$ cat config.mk
export PLATFORM = sky130hd
export DESIGN_NAME = pbus_initiator
export DESIGN_NICKNAME = d
export VERILOG_FILES = /design/src/rtl/pbus_pkg.sv /design/src/rtl/pbus_timer.sv /design/src/rtl/pbus_arb_judge.sv /design/src/rtl/pbus_parity.sv /design/src/rtl/pbus_initiator.sv
export SDC_FILE = /design/constraint.sdc
export NUM_CORES = 1
export LEC_CHECK = 0
export BUFFER_PORTS_ARGS = -buffer_cell sky130_fd_sc_hd__buf_2
export CORE_MARGIN = 2
export CORE_UTILIZATION = 35
export CTS_BUF_LIST = sky130_fd_sc_hd__clkbuf_8
export DETAILED_ROUTE_END_ITERATION = 12
export HOLD_SLACK_MARGIN = 0.05
export SLEW_MARGIN = 10
export SYNTH_ARGS = -nofsm -noshare
export SYNTH_HDL_FRONTEND = slang
export SYNTH_SLANG_ARGS = --single-unit
$ cat constraint.sdc
create_clock -name clk -period 3.2 [get_ports clk]
set_input_delay 0.32 -clock clk [delete_from_list [all_inputs] [get_ports clk]]
set_output_delay 0.32 -clock clk [all_outputs]
set_load 0.05 [all_outputs]
$ cat src/rtl/pbus_pkg.sv
package pbus_pkg;

    typedef enum logic [3:0] {
        ST_IDLE,
        ST_WAIT_FREE,
        ST_ARB,
        ST_LOST,
        ST_SEL_DRIVE,
        ST_SEL_WAIT,
        ST_SEL_FAIL,
        ST_XFER,
        ST_CAPT,
        ST_ACK_IN,
        ST_DRIVE,
        ST_ACK_OUT,
        ST_DONE
    } ctl_state_t;

    typedef struct packed {
        logic cd;
        logic msg;
        logic io;
    } phase_t;

endpackage

$ cat src/rtl/pbus_timer.sv
module pbus_timer #(
    parameter int W = 7
) (
    input  logic         clk,
    input  logic         rst_n,
    input  logic         clear,
    output logic [W-1:0] count
);

    always_ff @(posedge clk or negedge rst_n) begin
        if (!rst_n) begin
            count <= '0;
        end else if (clear) begin
            count <= '0;
        end else if (count != {W{1'b1}}) begin
            count <= count + W'(1);
        end
    end

endmodule

$ cat src/rtl/pbus_arb_judge.sv
module pbus_arb_judge #(
    parameter int DB_W   = 8,
    parameter int OWN_ID = 6
) (
    input  logic [DB_W-1:0] lines,
    output logic            higher
);

    localparam logic [DB_W-1:0] AT_OR_BELOW = (DB_W'(2) << OWN_ID) - DB_W'(1);
    localparam logic [DB_W-1:0] ABOVE_MASK  = ~AT_OR_BELOW;

    assign higher = |(lines & ABOVE_MASK);

endmodule

$ cat src/rtl/pbus_parity.sv
module pbus_parity #(
    parameter int W = 8
) (
    input  logic [W-1:0] data,
    output logic         odd_bit
);

    assign odd_bit = ~^data;

endmodule

$ cat src/rtl/pbus_initiator.sv
module pbus_initiator
    import pbus_pkg::*;
#(
    parameter int ID_W     = 3,
    parameter int OWN_ID   = 6,
    parameter int FREE_CYC = 4,
    parameter int ARB_CYC  = 3,
    parameter int SEL_TMO  = 64,
    localparam int DB_W    = 1 << ID_W
) (
    input  logic            clk,
    input  logic            rst_n,
    input  logic            start,
    input  logic [ID_W-1:0] tgt_id,
    input  logic            atn_req,
    input  logic [DB_W-1:0] out_data,
    output logic            out_take,
    output logic            rx_valid,
    output logic [DB_W-1:0] rx_byte,
    output logic [2:0]      rx_phase,
    output logic            par_err,
    output logic            arb_lost,
    output logic            sel_fail,
    output logic            done,
    output logic            ctl_busy,
    input  logic [DB_W-1:0] bus_db_in,
    input  logic            bus_dbp_in,
    input  logic            bus_bsy_in,
    input  logic            bus_sel_in,
    input  logic            bus_req_in,
    input  logic            bus_cd_in,
    input  logic            bus_msg_in,
    input  logic            bus_io_in,
    input  logic            bus_rst_in,
    output logic [DB_W-1:0] db_out,
    output logic            dbp_out,
    output logic            db_oe,
    output logic            bsy_out,
    output logic            sel_out,
    output logic            ack_out,
    output logic            atn_out
);

    localparam int T_A    = (FREE_CYC > ARB_CYC) ? FREE_CYC : ARB_CYC;
    localparam int T_MAX  = (T_A > SEL_TMO) ? T_A : SEL_TMO;
    localparam int TMR_W  = $clog2(T_MAX + 1);
    localparam logic [TMR_W-1:0] FREE_LAST = TMR_W'(FREE_CYC - 1);
    localparam logic [TMR_W-1:0] ARB_LAST  = TMR_W'(ARB_CYC - 1);
    localparam logic [TMR_W-1:0] SEL_LAST  = TMR_W'(SEL_TMO - 1);
    localparam logic [DB_W-1:0]  OWN_BIT   = DB_W'(1) << OWN_ID;

    ctl_state_t state_q, state_d;
    logic [ID_W-1:0]  tgt_q;
    logic [DB_W-1:0]  tx_q;
    logic [DB_W-1:0]  rx_q;
    phase_t           rx_ph_q;
    logic             rx_bad_q;
    logic [TMR_W-1:0] tcnt;
    logic             bus_free;
    logic             tmr_clear;
    logic             higher_seen;
    logic             tx_par;
    logic             rx_par_exp;
    logic [DB_W-1:0]  sel_pattern;

    assign bus_free    = !bus_bsy_in && !bus_sel_in;
    assign tmr_clear   = (state_q != state_d) || ((state_q == ST_WAIT_FREE) && !bus_free);
    assign sel_pattern = OWN_BIT | (DB_W'(1) << tgt_q);

    pbus_timer #(.W(TMR_W)) u_timer (
        .clk   (clk),
        .rst_n (rst_n),
        .clear (tmr_clear),
        .count (tcnt)
    );

    pbus_arb_judge #(.DB_W(DB_W), .OWN_ID(OWN_ID)) u_judge (
        .lines  (bus_db_in),
        .higher (higher_seen)
    );

    pbus_parity #(.W(DB_W)) u_tx_par (
        .data    (tx_q),
        .odd_bit (tx_par)
    );

    pbus_parity #(.W(DB_W)) u_rx_par (
        .data    (bus_db_in),
        .odd_bit (rx_par_exp)
    );

    // next-state decision
    always_comb begin
        state_d = state_q;
        unique case (state_q)
            ST_IDLE: begin
                if (start) state_d = ST_WAIT_FREE;
            end
            ST_WAIT_FREE: begin
                if (bus_free && (tcnt == FREE_LAST)) state_d = ST_ARB;
            end
            ST_ARB: begin
                if (bus_sel_in) begin
                    state_d = ST_LOST;
                end else if (tcnt == ARB_LAST) begin
                    state_d = higher_seen ? ST_LOST : ST_SEL_DRIVE;
                end
            end
            ST_LOST:      state_d = ST_WAIT_FREE;
            ST_SEL_DRIVE: state_d = ST_SEL_WAIT;
            ST_SEL_WAIT: begin
                if (bus_bsy_in) begin
                    state_d = ST_XFER;
                end else if (tcnt == SEL_LAST) begin
                    state_d = ST_SEL_FAIL;
                end
            end
            ST_SEL_FAIL:  state_d = ST_IDLE;
            ST_XFER: begin
                if (!bus_bsy_in) begin
                    state_d = ST_DONE;
                end else if (bus_req_in) begin
                    state_d = bus_io_in ? ST_CAPT : ST_DRIVE;
                end
            end
            ST_CAPT:      state_d = ST_ACK_IN;
            ST_ACK_IN: begin
                if (!bus_req_in) state_d = ST_XFER;
            end
            ST_DRIVE:     state_d = ST_ACK_OUT;
            ST_ACK_OUT: begin
                if (!bus_req_in) state_d = ST_XFER;
            end
            ST_DONE:      state_d = ST_IDLE;
            default:      state_d = ST_IDLE;
        endcase
        if (bus_rst_in) state_d = ST_IDLE;
    end

    // state register and byte holding registers
    always_ff @(posedge clk or negedge rst_n) begin
        if (!rst_n) begin
            state_q  <= ST_IDLE;
            tgt_q    <= '0;
            tx_q     <= '0;
            rx_q     <= '0;
            rx_ph_q  <= '0;
            rx_bad_q <= 1'b0;
        end else begin
            state_q <= state_d;
            if ((state_q == ST_IDLE) && start) begin
                tgt_q <= tgt_id;
            end
            if ((state_q == ST_XFER) && (state_d == ST_CAPT)) begin
                rx_q     <= bus_db_in;
                rx_ph_q  <= '{cd: bus_cd_in, msg: bus_msg_in, io: bus_io_in};
                rx_bad_q <= (bus_dbp_in != rx_par_exp);
            end
            if ((state_q == ST_XFER) && (state_d == ST_DRIVE)) begin
                tx_q <= out_data;
            end
        end
    end

    // outputs decoded from the current state
    always_comb begin
        bsy_out  = 1'b0;
        sel_out  = 1'b0;
        db_oe    = 1'b0;
        db_out   = '0;
        dbp_out  = 1'b0;
        ack_out  = 1'b0;
        atn_out  = 1'b0;
        out_take = 1'b0;
        rx_valid = 1'b0;
        par_err  = 1'b0;
        arb_lost = 1'b0;
        sel_fail = 1'b0;
        done     = 1'b0;
        unique case (state_q)
            ST_IDLE, ST_WAIT_FREE: ;
            ST_ARB: begin
                bsy_out = 1'b1;
                db_oe   = 1'b1;
                db_out  = OWN_BIT;
            end
            ST_LOST:  arb_lost = 1'b1;
            ST_SEL_DRIVE: begin
                bsy_out = 1'b1;
                sel_out = 1'b1;
                db_oe   = 1'b1;
                db_out  = sel_pattern;
                atn_out = atn_req;
            end
            ST_SEL_WAIT: begin
                sel_out = 1'b1;
                db_oe   = 1'b1;
                db_out  = sel_pattern;
                atn_out = atn_req;
            end
            ST_SEL_FAIL: sel_fail = 1'b1;
            ST_XFER:  atn_out = atn_req;
            ST_CAPT: begin
                ack_out  = 1'b1;
                rx_valid = 1'b1;
                par_err  = rx_bad_q;
                atn_out  = atn_req;
            end
            ST_ACK_IN: begin
                ack_out = 1'b1;
                atn_out = atn_req;
            end
            ST_DRIVE: begin
                db_oe    = 1'b1;
                db_out   = tx_q;
                dbp_out  = tx_par;
                out_take = 1'b1;
                atn_out  = atn_req;
            end
            ST_ACK_OUT: begin
                db_oe   = 1'b1;
                db_out  = tx_q;
                dbp_out = tx_par;
                ack_out = 1'b1;
                atn_out = atn_req;
            end
            ST_DONE:  done = 1'b1;
            default: ;
        endcase
    end

    assign rx_byte  = rx_q;
    assign rx_phase = rx_ph_q;
    assign ctl_busy = (state_q != ST_IDLE);

endmodule

# Word level (Yosys, flattened, before mapping)
# Cells that the tools add are included.
# totals
elab_cells	81
reg_bits	34
in_bits	31
out_inout_bits	32
# classes
n_addsub	1
n_shift	1
n_reduce_logical	22
n_mux	28
n_eq_ne	20
# op_table
operator	n
4-bit 2-to-1 mux	10
4-bit one-hot mux with 10 select lines	1
4-bit == test (second input constant)	7
8-bit one-hot mux with 3 select lines	1
4-bit by 3-bit == test with 1-bit output (second input constant)	4
8-bit XNOR reduction	2
7-bit by 2-bit == test with 1-bit output (second input constant)	2
7-bit 2-to-1 mux	2
1-bit 2-to-1 mux	12
4-bit by 2-bit == test with 1-bit output (second input constant)	2
2-bit OR reduction	4
1-bit by 3-bit left shift with 8-bit output (first input constant)	1
7-bit by 1-bit adder with 7-bit output (second input constant)	1
7-bit by 6-bit == test with 1-bit output (second input constant)	1
7-bit != test (second input constant)	1
7-bit OR reduction	1
1-bit logical AND	6
5-bit OR reduction	1
4-bit by 1-bit == test with 1-bit output (second input constant)	1
4-bit logical NOT	1
4-bit != test	1
4-bit nonzero test	1
1-bit logical NOT	3
3-bit 2-to-1 mux	1
other kinds (5)	5

# Logic depth before layout (Yosys ltp)
# Gate-level depths: netlist (run 1).
# depth
ltp_word	9
ltp_mapped	8
mapped_depth_nobuf	7

# Cells and area by module
# From an unflattened synthesis (run 1), not the netlist that was laid out.
# unflattened
hier_cells	219
hier_area_um2	2209.6
# modules_own_cells
module	area_each_um2	cells_each	seq_area_each_um2	instances
pbus_initiator	1717.9	171	675.6	1
pbus_timer	361.6	33	175.2	1
pbus_parity	61.3	7	0.0	2
pbus_arb_judge	7.5	1	0.0	1

# Worst setup path after synthesis (run 1)
# No wires, ideal clock.
# synth_path
path_type	reg2out
startpoint	reg state_q[1]
endpoint	out bsy_out
n_path_buf	2
t_required_ns	2.880
slack_ns	0.838
stages_incl_launch_ff	5
t_arrival_ns	2.042
cell_sequence	dfrtp_1 -> clkbuf_1 -> clkbuf_1 -> xnor2_1 -> nor3_1
# synth_via
elab_chain_cells	3
elab_cells_between_ends	4
classes_between	eq/ne (2); mux (1); reduce/logical (1)
# synth_rtl
element	line	source
start, declared	pbus_initiator.sv:52	ctl_state_t state_q, state_d;
start signal, assigned	pbus_initiator.sv:150	state_q <= state_d;
4-bit by 3-bit == test with 1-bit output / 4-bit by 2-bit == test with 1-bit output (equally long branches)	pbus_initiator.sv:180	unique case (state_q)
2-bit OR reduction (no line) (*)	n/a	
1-bit 2-to-1 mux (*)	pbus_initiator.sv:180	
end, declared	pbus_initiator.sv:38	output logic bsy_out,
# Every way passes the cells marked *; elsewhere a longest branch is shown, timed or not.

# Final worst setup path (run 1)
# layout_path
startpoint	reg state_q[2]
endpoint	out db_out[4]
# layout_via
elab_chain_cells	3
elab_cells_between_ends	8
classes_between	eq/ne (5); mux (1); reduce/logical (2)
# layout_rtl
element	line	source
4-bit == test / 4-bit by 3-bit == test with 1-bit output (equally long branches)	pbus_initiator.sv:180	
2-bit OR reduction (no line)	n/a	
8-bit one-hot mux with 3 select lines (*)	pbus_initiator.sv:180	
end, declared	pbus_initiator.sv:35	output logic [DB_W-1:0] db_out,
# Marked as above.

==> results of run 1 <==
==> power groups by stage <==
stage / registers [mW] / logic, mW / clock network, mW
final: 0.556 / 0.346 / 0.348
after global placement: 0.561 / 0.346 / 0
after global routing: 0.569 / 0.385 / 0.384
after floorplan: 0.514 / 0.296 / 0
after CTS: 0.554 / 0.349 / 0.359
after detailed placement: 0.563 / 0.348 / 0
==> flip-flops by register name (all words and copies together) (netlist names) <==
register       flops
rx_byte            8
tx_q               8
u_timer.count      7
state_q            4
rx_phase           3
tgt_q              3
rx_bad_q           1
==> stage by stage <==
step	area [sq um]	hold slack, ns	power (mW)
after floorplan	2116	0.02441	0.8102
after global placement	2465	0.4372	0.9069
final	2564	0.09565	1.250
after global routing	2564	0.1553	1.338
after detailed placement	2465	0.4478	0.9109
after CTS	2564	0.1198	1.262
==> final timing paths <==
kind / startpoint / to / slack (ns) / depth (start not counted)
worst max register to register: state_q[1]$_DFF_PN0_ / tx_q[7]$_DFFE_PN0P_ / 0.73 / 6
min in group clk: out_data[0] / tx_q[0]$_DFFE_PN0P_ / 0.24 / 2
max in group asynchronous: rst_n / u_timer.count[6]$_DFFE_PN0P_ / 2.61 / 1
worst min register to register: rx_phase[0]$_DFFE_PN0P_ / rx_phase[0]$_DFFE_PN0P_ / 0.47 / 1
worst min-delay path: rst_n / tx_q[0]$_DFFE_PN0P_ / 0.1 / 1
worst max-delay path: state_q[2]$_DFF_PN0_ / db_out[4] / 0.69 / 5
==> critical path: stages, from the launching register on <==
cell,delay (ns)
sky130_fd_sc_hd__dfrtp_1,0.64
sky130_fd_sc_hd__nand2b_1,0.21
sky130_fd_sc_hd__nor2_1,0.40
sky130_fd_sc_hd__buf_4,0.23
sky130_fd_sc_hd__a32o_1,0.17
sky130_fd_sc_hd__buf_2,0.26
==> metal layers <==
| layer | routed length [um] | global-route usage | part of all wire |
|---|---|---|---|
| met1 | 2385 | 0.2247 | 0.49 |
| met2 | 2116 | 0.2293 | 0.44 |
| met3 | 293 | 0.03626 | 0.060 |
| met4 | 52 | 0.05833 | 0.011 |
| met5 | 0 | 0 | 0 |
==> cell families after synthesis <==
| kind of cell | Yosys count | share of synthesized area |
|---|---|---|
| buf+inv | 13 | 0.03489 |
| flops | 34 | 0.4021 |
| simple gates | 80 | 0.2046 |
| fa+ha+maj | 2 | 0.01183 |
| mux | 23 | 0.1378 |
| xor+xnor | 18 | 0.07451 |
| compound gates | 38 | 0.1342 |
==> final cells by class <==
type | instances | area [sq um]
clock buffer | 6 | 82.58
fill | 583 | 3322
clock inverter | 2 | 16.27
timing repair buffer | 63 | 317.8
inverter | 3 | 11.26
sequential | 34 | 850.8
tap | 75 | 93.84
multi-input combinational | 161 | 1191
==> cell usage in the layout, fill, tap and decap left out, drive strengths merged, types with 2 or more instances in the layout <==
cell    instances
a211oi          2
a21oi           9
a31oi           2
a32o            6
a32oi           2
and2            3
and3            4
buf            63
clkbuf          6
dfrtp          34
ha              2
inv             4
mux2           22
nand2           8
nand2b          5
nand3           5
nand3b          2
nand4           5
nor2           26
nor2b           5
nor3            8
nor4            2
o211a           2
o21ai           7
or3             2
xnor2          16
xor2            2
==> results_dict.tcl, run 1 <==
set metrics [dict create \
    finalWorstSetupSlack_ns 0.6890 \
    fmaxAchievable_mhz 398.2 \
    design.final.nets 301 \
    ys_seq_elements 34 \
    finalWorstPathRequiredPeriod_ns 2.511 \
    gr-total-overflow 0 \
    core.rowCount 28 \
    design.die.area_sq_um 6683 \
    synth_area_sq_um 2116 \
    grt_use_total 0.1568 \
    post-synth-top-area-cell "sky130_fd_sc_hd__dfrtp_1" \
    power.share.clock 0.278 \
    core_area_sq_um 5886 \
    grt_first_pass_wirelength_mm 8.004 \
    p_sw_frac 0.3690 \
    synth_cells 208 \
    net-switching-power_mw 0.4613 \
    route.detailed.wl_per_inst_um 14.09 \
    sequentialPowerShare 0.445 \
    vias 1785 \
    timing.hold.worst.class "in2async" \
    worst_pin_slew_ns 0.7626 \
    gpl.final_weighted_congestion 0.7908 \
    die_height_um 81.75 \
    drt-vias-per-instance 5.189 \
    critPathLaunchType "register" \
    worst_setup_path_end_kind "primary output" \
    cell_internal_pwr_mw 0.7888 \
    final_hold_viols 0 \
    numCtsBuffers 5 \
    power_leakage_nw 1.293 \
    detail_route.drc_violations 0 \
    clkTransAtPathRegs_ns 0.08 \
    vias_in_the_first_global_route 1641 \
    tritoncts_num_sinks 34 \
    syn_warnings 0 \
    detailedRoute.firstIterationViolations 113 \
    die_width_um 81.75 \
    timing.max_cap.violations 0 \
    run_status "completed" \
    vdd_ir_drop_max_mv 0.2055 \
    io_buffers 62 \
    ctsHoldBuffers 0 \
    grt_start_max_net_pins 35 \
    postCtsSetupRepairBufs 0 \
    diodes 0 \
    ant_nets 0 \
    cts_tree "done" \
    cts.htree.levels 2 \
    skew_ns 0.01024 \
    synth_common_cells "sky130_fd_sc_hd__dfrtp_1 (34), sky130_fd_sc_hd__nor2_1 (26), sky130_fd_sc_hd__xnor2_1 (16)" \
    antenna_found_initial 0 \
    synth.yosys.seq_area_share 0.4021 \
    critical_path_peak_fanout 16 \
    postSynthNetCount 241 \
    setup_repair_after_global_routing_missed_its_margin "no" \
    finalCoreUtilization 0.4356 \
    number_of_failing_setup_endpoints_in_the_final_timing_report 0 \
    place.detailed.hpwl_mm 3.602 \
    final_non_filler_cells 344 \
    post-route-period-util 0.7847 \
    synthesis.area_per_instance_sq_um 10.17 \
    synthTopCellsByArea "sky130_fd_sc_hd__dfrtp_1 (40%), sky130_fd_sc_hd__xnor2_1 (6.6%), sky130_fd_sc_hd__mux2_4 (6.4%), sky130_fd_sc_hd__mux2_1 (5.3%), sky130_fd_sc_hd__nor2_1 (4.6%)" \
    drt-total-wl_mm 4.847 \
    cts_max_path_buffers 2 \
    number_of_max_slew_violations_in_the_final_report 0 \
    initial_core_util 0.3595 \
    synthDistinctLibCells 51 \
    timing.setup.critical_path_class "reg2out" \
    share_of_final_layout_standard_cells_stronger_than_drive_strength_1 0.3383 \
    p_comb_frac 0.277 \
    ioPinCount 63 \
    post-synth-top-count-cell "sky130_fd_sc_hd__dfrtp_1" \
    power-per-cell-area_nw_per_um2 487.6 \
    place_inst 336 \
    synth_edf_count 0 \
    max_slew_margin 0.4916 \
    top_ff_cell_synth "sky130_fd_sc_hd__dfrtp_1" \
    worst-endpoint-required_ns 2.88 \
    clkLatencyLatePin_ns 0.29 \
    dp_slack_ns 0.7539 \
    syn_to_final_growth_pct 21.17 \
    synth-async-reset-ratio 1.000 \
    totalNegativeSetupSlack_ns 0 \
    cts.root.buffer_cell "sky130_fd_sc_hd__clkbuf_8" \
    arrival_ns 2.19 \
    drtPass1Iterations 4 \
    yosysTopAreaCellShare 0.4021 \
    cts_resized 0 \
]
No activity file was read; power rests on OpenSTA's default activity.
==> inputs of run 2 (changes only) <==
Clock period 3.2 ns to 2.1 ns, I/O delays scaled along.
==> results_dict.tcl, run 2 (synthesized netlist as in run 1, its figures left out) <==
set metrics [dict create \
    p_comb_frac 0.319 \
    drt-total-wl_mm 5.380 \
    timing.critical_path.cells "buf_4, ha_1, and4_4, a211oi_4, and3_4, mux2_4" \
    net-switching-power_mw 0.7461 \
    worst-endpoint-required_ns 2.27 \
    cpPeakStageDelay_ns 0.43 \
    gr-total-overflow 0 \
    sequentialPowerShare 0.356 \
    clkLatencyLatePin_ns 0.29 \
    layout_commonest_cell "sky130_fd_sc_hd__buf_2" \
    mostFrequentLayoutCells "sky130_fd_sc_hd__buf_2 (62), sky130_fd_sc_hd__dfrtp_1 (32), sky130_fd_sc_hd__buf_4 (31), sky130_fd_sc_hd__nor2_1 (26), sky130_fd_sc_hd__xnor2_1 (16)" \
    core.rowCount 28 \
    power_leakage_nw 1.498 \
    cts_max_path_buffers 2 \
    final_hold_viols 0 \
    finalCoreUtilization 0.4972 \
    antenna_found_initial 0 \
    design.final.nets 333 \
    die_width_um 81.75 \
    share_of_final_layout_standard_cells_stronger_than_drive_strength_1 0.4452 \
    worst_r2r_path_depth 6 \
    worst_setup_path_end_kind "register" \
    timing.max_cap.violations 0 \
    clkTransAtPathRegs_ns 0.08 \
    filler_cell_count 548 \
    syn_to_final_growth_pct 38.32 \
    whs_path_depth 2 \
    skew_ns 0.009545 \
    detail_route.drc_violations 0 \
    tritoncts_num_sinks 34 \
    numCtsBuffers 5 \
    max_slew_margin 0.4947 \
    vdd_ir_drop_max_mv 0.4999 \
    cts.htree.levels 2 \
    diodes 0 \
    critPathLaunchType "register" \
    dp_slack_ns -0.004726 \
    cts.root.buffer_cell "sky130_fd_sc_hd__clkbuf_8" \
    ioPinCount 63 \
    post-route-period-util 0.9713 \
    number_of_max_slew_violations_in_the_final_report 0 \
    worst_pin_slew_ns 0.7579 \
    io_buffers 62 \
    finalWorstPathRequiredPeriod_ns 2.040 \
    grt_first_pass_wirelength_mm 8.528 \
    arrival_ns 2.21 \
    initial_core_util 0.3595 \
    grt_use_total 0.1635 \
    detailedRoute.firstIterationViolations 143 \
    finalWorstSetupSlack_ns 0.06019 \
    number_of_failing_setup_endpoints_in_the_final_timing_report 0 \
    drt-vias-per-instance 5.128 \
    run_status "completed" \
    fmaxAchievable_mhz 490.2 \
    timing.hold.worst.class "in2reg" \
    vias 1928 \
    power-per-cell-area_nw_per_um2 772.2 \
    design.die.area_sq_um 6683 \
    drtPass1Iterations 4 \
    cts_tree "done" \
    setup_repair_after_global_routing_missed_its_margin "no" \
    vias_in_the_first_global_route 1828 \
    ant_nets 0 \
    r2r_setup_slack_ns 0.06 \
    core_area_sq_um 5886 \
    critical_path.slowest_cell "sky130_fd_sc_hd__dfrtp_1" \
    gpl.final_weighted_congestion 0.8195 \
    cell_internal_pwr_mw 1.514 \
    power.share.clock 0.325 \
    grt_start_max_net_pins 35 \
    p_sw_frac 0.3302 \
    die_height_um 81.75 \
    timing.setup.critical_path_class "reg2reg" \
    place.detailed.hpwl_mm 3.931 \
    critical_path_peak_fanout 6 \
    route.detailed.wl_per_inst_um 14.31 \
]
-- run 2: per-layer routing --
metal	wire length, um	track usage	vias up
met4	11	0.04167	0
met3	215	0.02308	2
li1	-	-	939
met1	2623	0.2323	930
met2	2529	0.2618	57
met5	0	0	-
-- run 2: final timing paths --
check	endpoint	start
setup / recovery	rx_byte[5]$_DFFE_PN0P_	u_timer.count[1]$_DFFE_PN0P_
hold / removal	tx_q[7]$_DFFE_PN0P_	out_data[7]
setup reg to reg	rx_byte[5]$_DFFE_PN0P_	u_timer.count[1]$_DFFE_PN0P_
hold reg to reg	rx_phase[0]$_DFFE_PN0P_	rx_phase[0]$_DFFE_PN0P_
max in group asynchronous	state_q[2]$_DFF_PN0_	rst_n
min in group asynchronous	tx_q[0]$_DFFE_PN0P_	rst_n
-- run 2: worst max-delay path: cells and delay by family, from the launching register on --
kind | cells | cell delay, ns
flops | 1 | 0.43
compound gates | 1 | 0.33
fa+ha+maj | 1 | 0.20
simple gates | 2 | 0.49
mux | 1 | 0.31
buf+inv | 1 | 0.16
-- run 2: per-stage QoR --
| step | cell area, sq um | total power [mW] | std cells | setup TNS, ns | hold slack, ns |
|---|---|---|---|---|---|
| final | 2927 | 2.260 | 376 | 0 | 0.1379 |
| after global routing | 2927 | 2.382 | 376 | 0 | 0.1335 |
| after CTS | 2846 | 2.218 | 373 | -0.01516 | 0.1375 |
| after detailed placement | 2685 | 1.475 | 363 | -0.004726 | 0.3396 |
| after global placement | 2685 | 1.466 | 363 | 0 | 0.3324 |
| after floorplan | 2121 | 1.237 | 208 | 0 | -0.08559 |
-- run 2: repair_timing --
item / CTS / global route
gates cloned: 1 / 0
hold buffers: 1 / 0
pin swaps: 1 / 4
buffers inserted: 0 / 4
gates resized for setup: 1 / 15
endpoints found under the hold margin: 34 / 0
endpoints found under the setup margin: 10 / 36
-- run 2: cell type report --
class	count	area, sq um	share of cell area
clock inverters	3	68.82	0.02351
inverters	3	11.26	0.003848
flip-flops and latches	34	853.3	0.2916
well taps	75	93.84	0.03206
multi-input cells	162	1277	0.4365
repair buffers	94	553.0	0.1890
clock buffers	5	68.82	0.02351
-- run 2: power groups by stage --
stage               Clock, mW  Combinational (mW)  Sequential (mW)
finish                  0.734               0.720            0.805
global route            0.777               0.787            0.818
CTS                     0.747               0.670            0.800
detailed placement          0               0.662            0.814
global placement            0               0.654            0.812
floorplan                   0               0.454            0.783
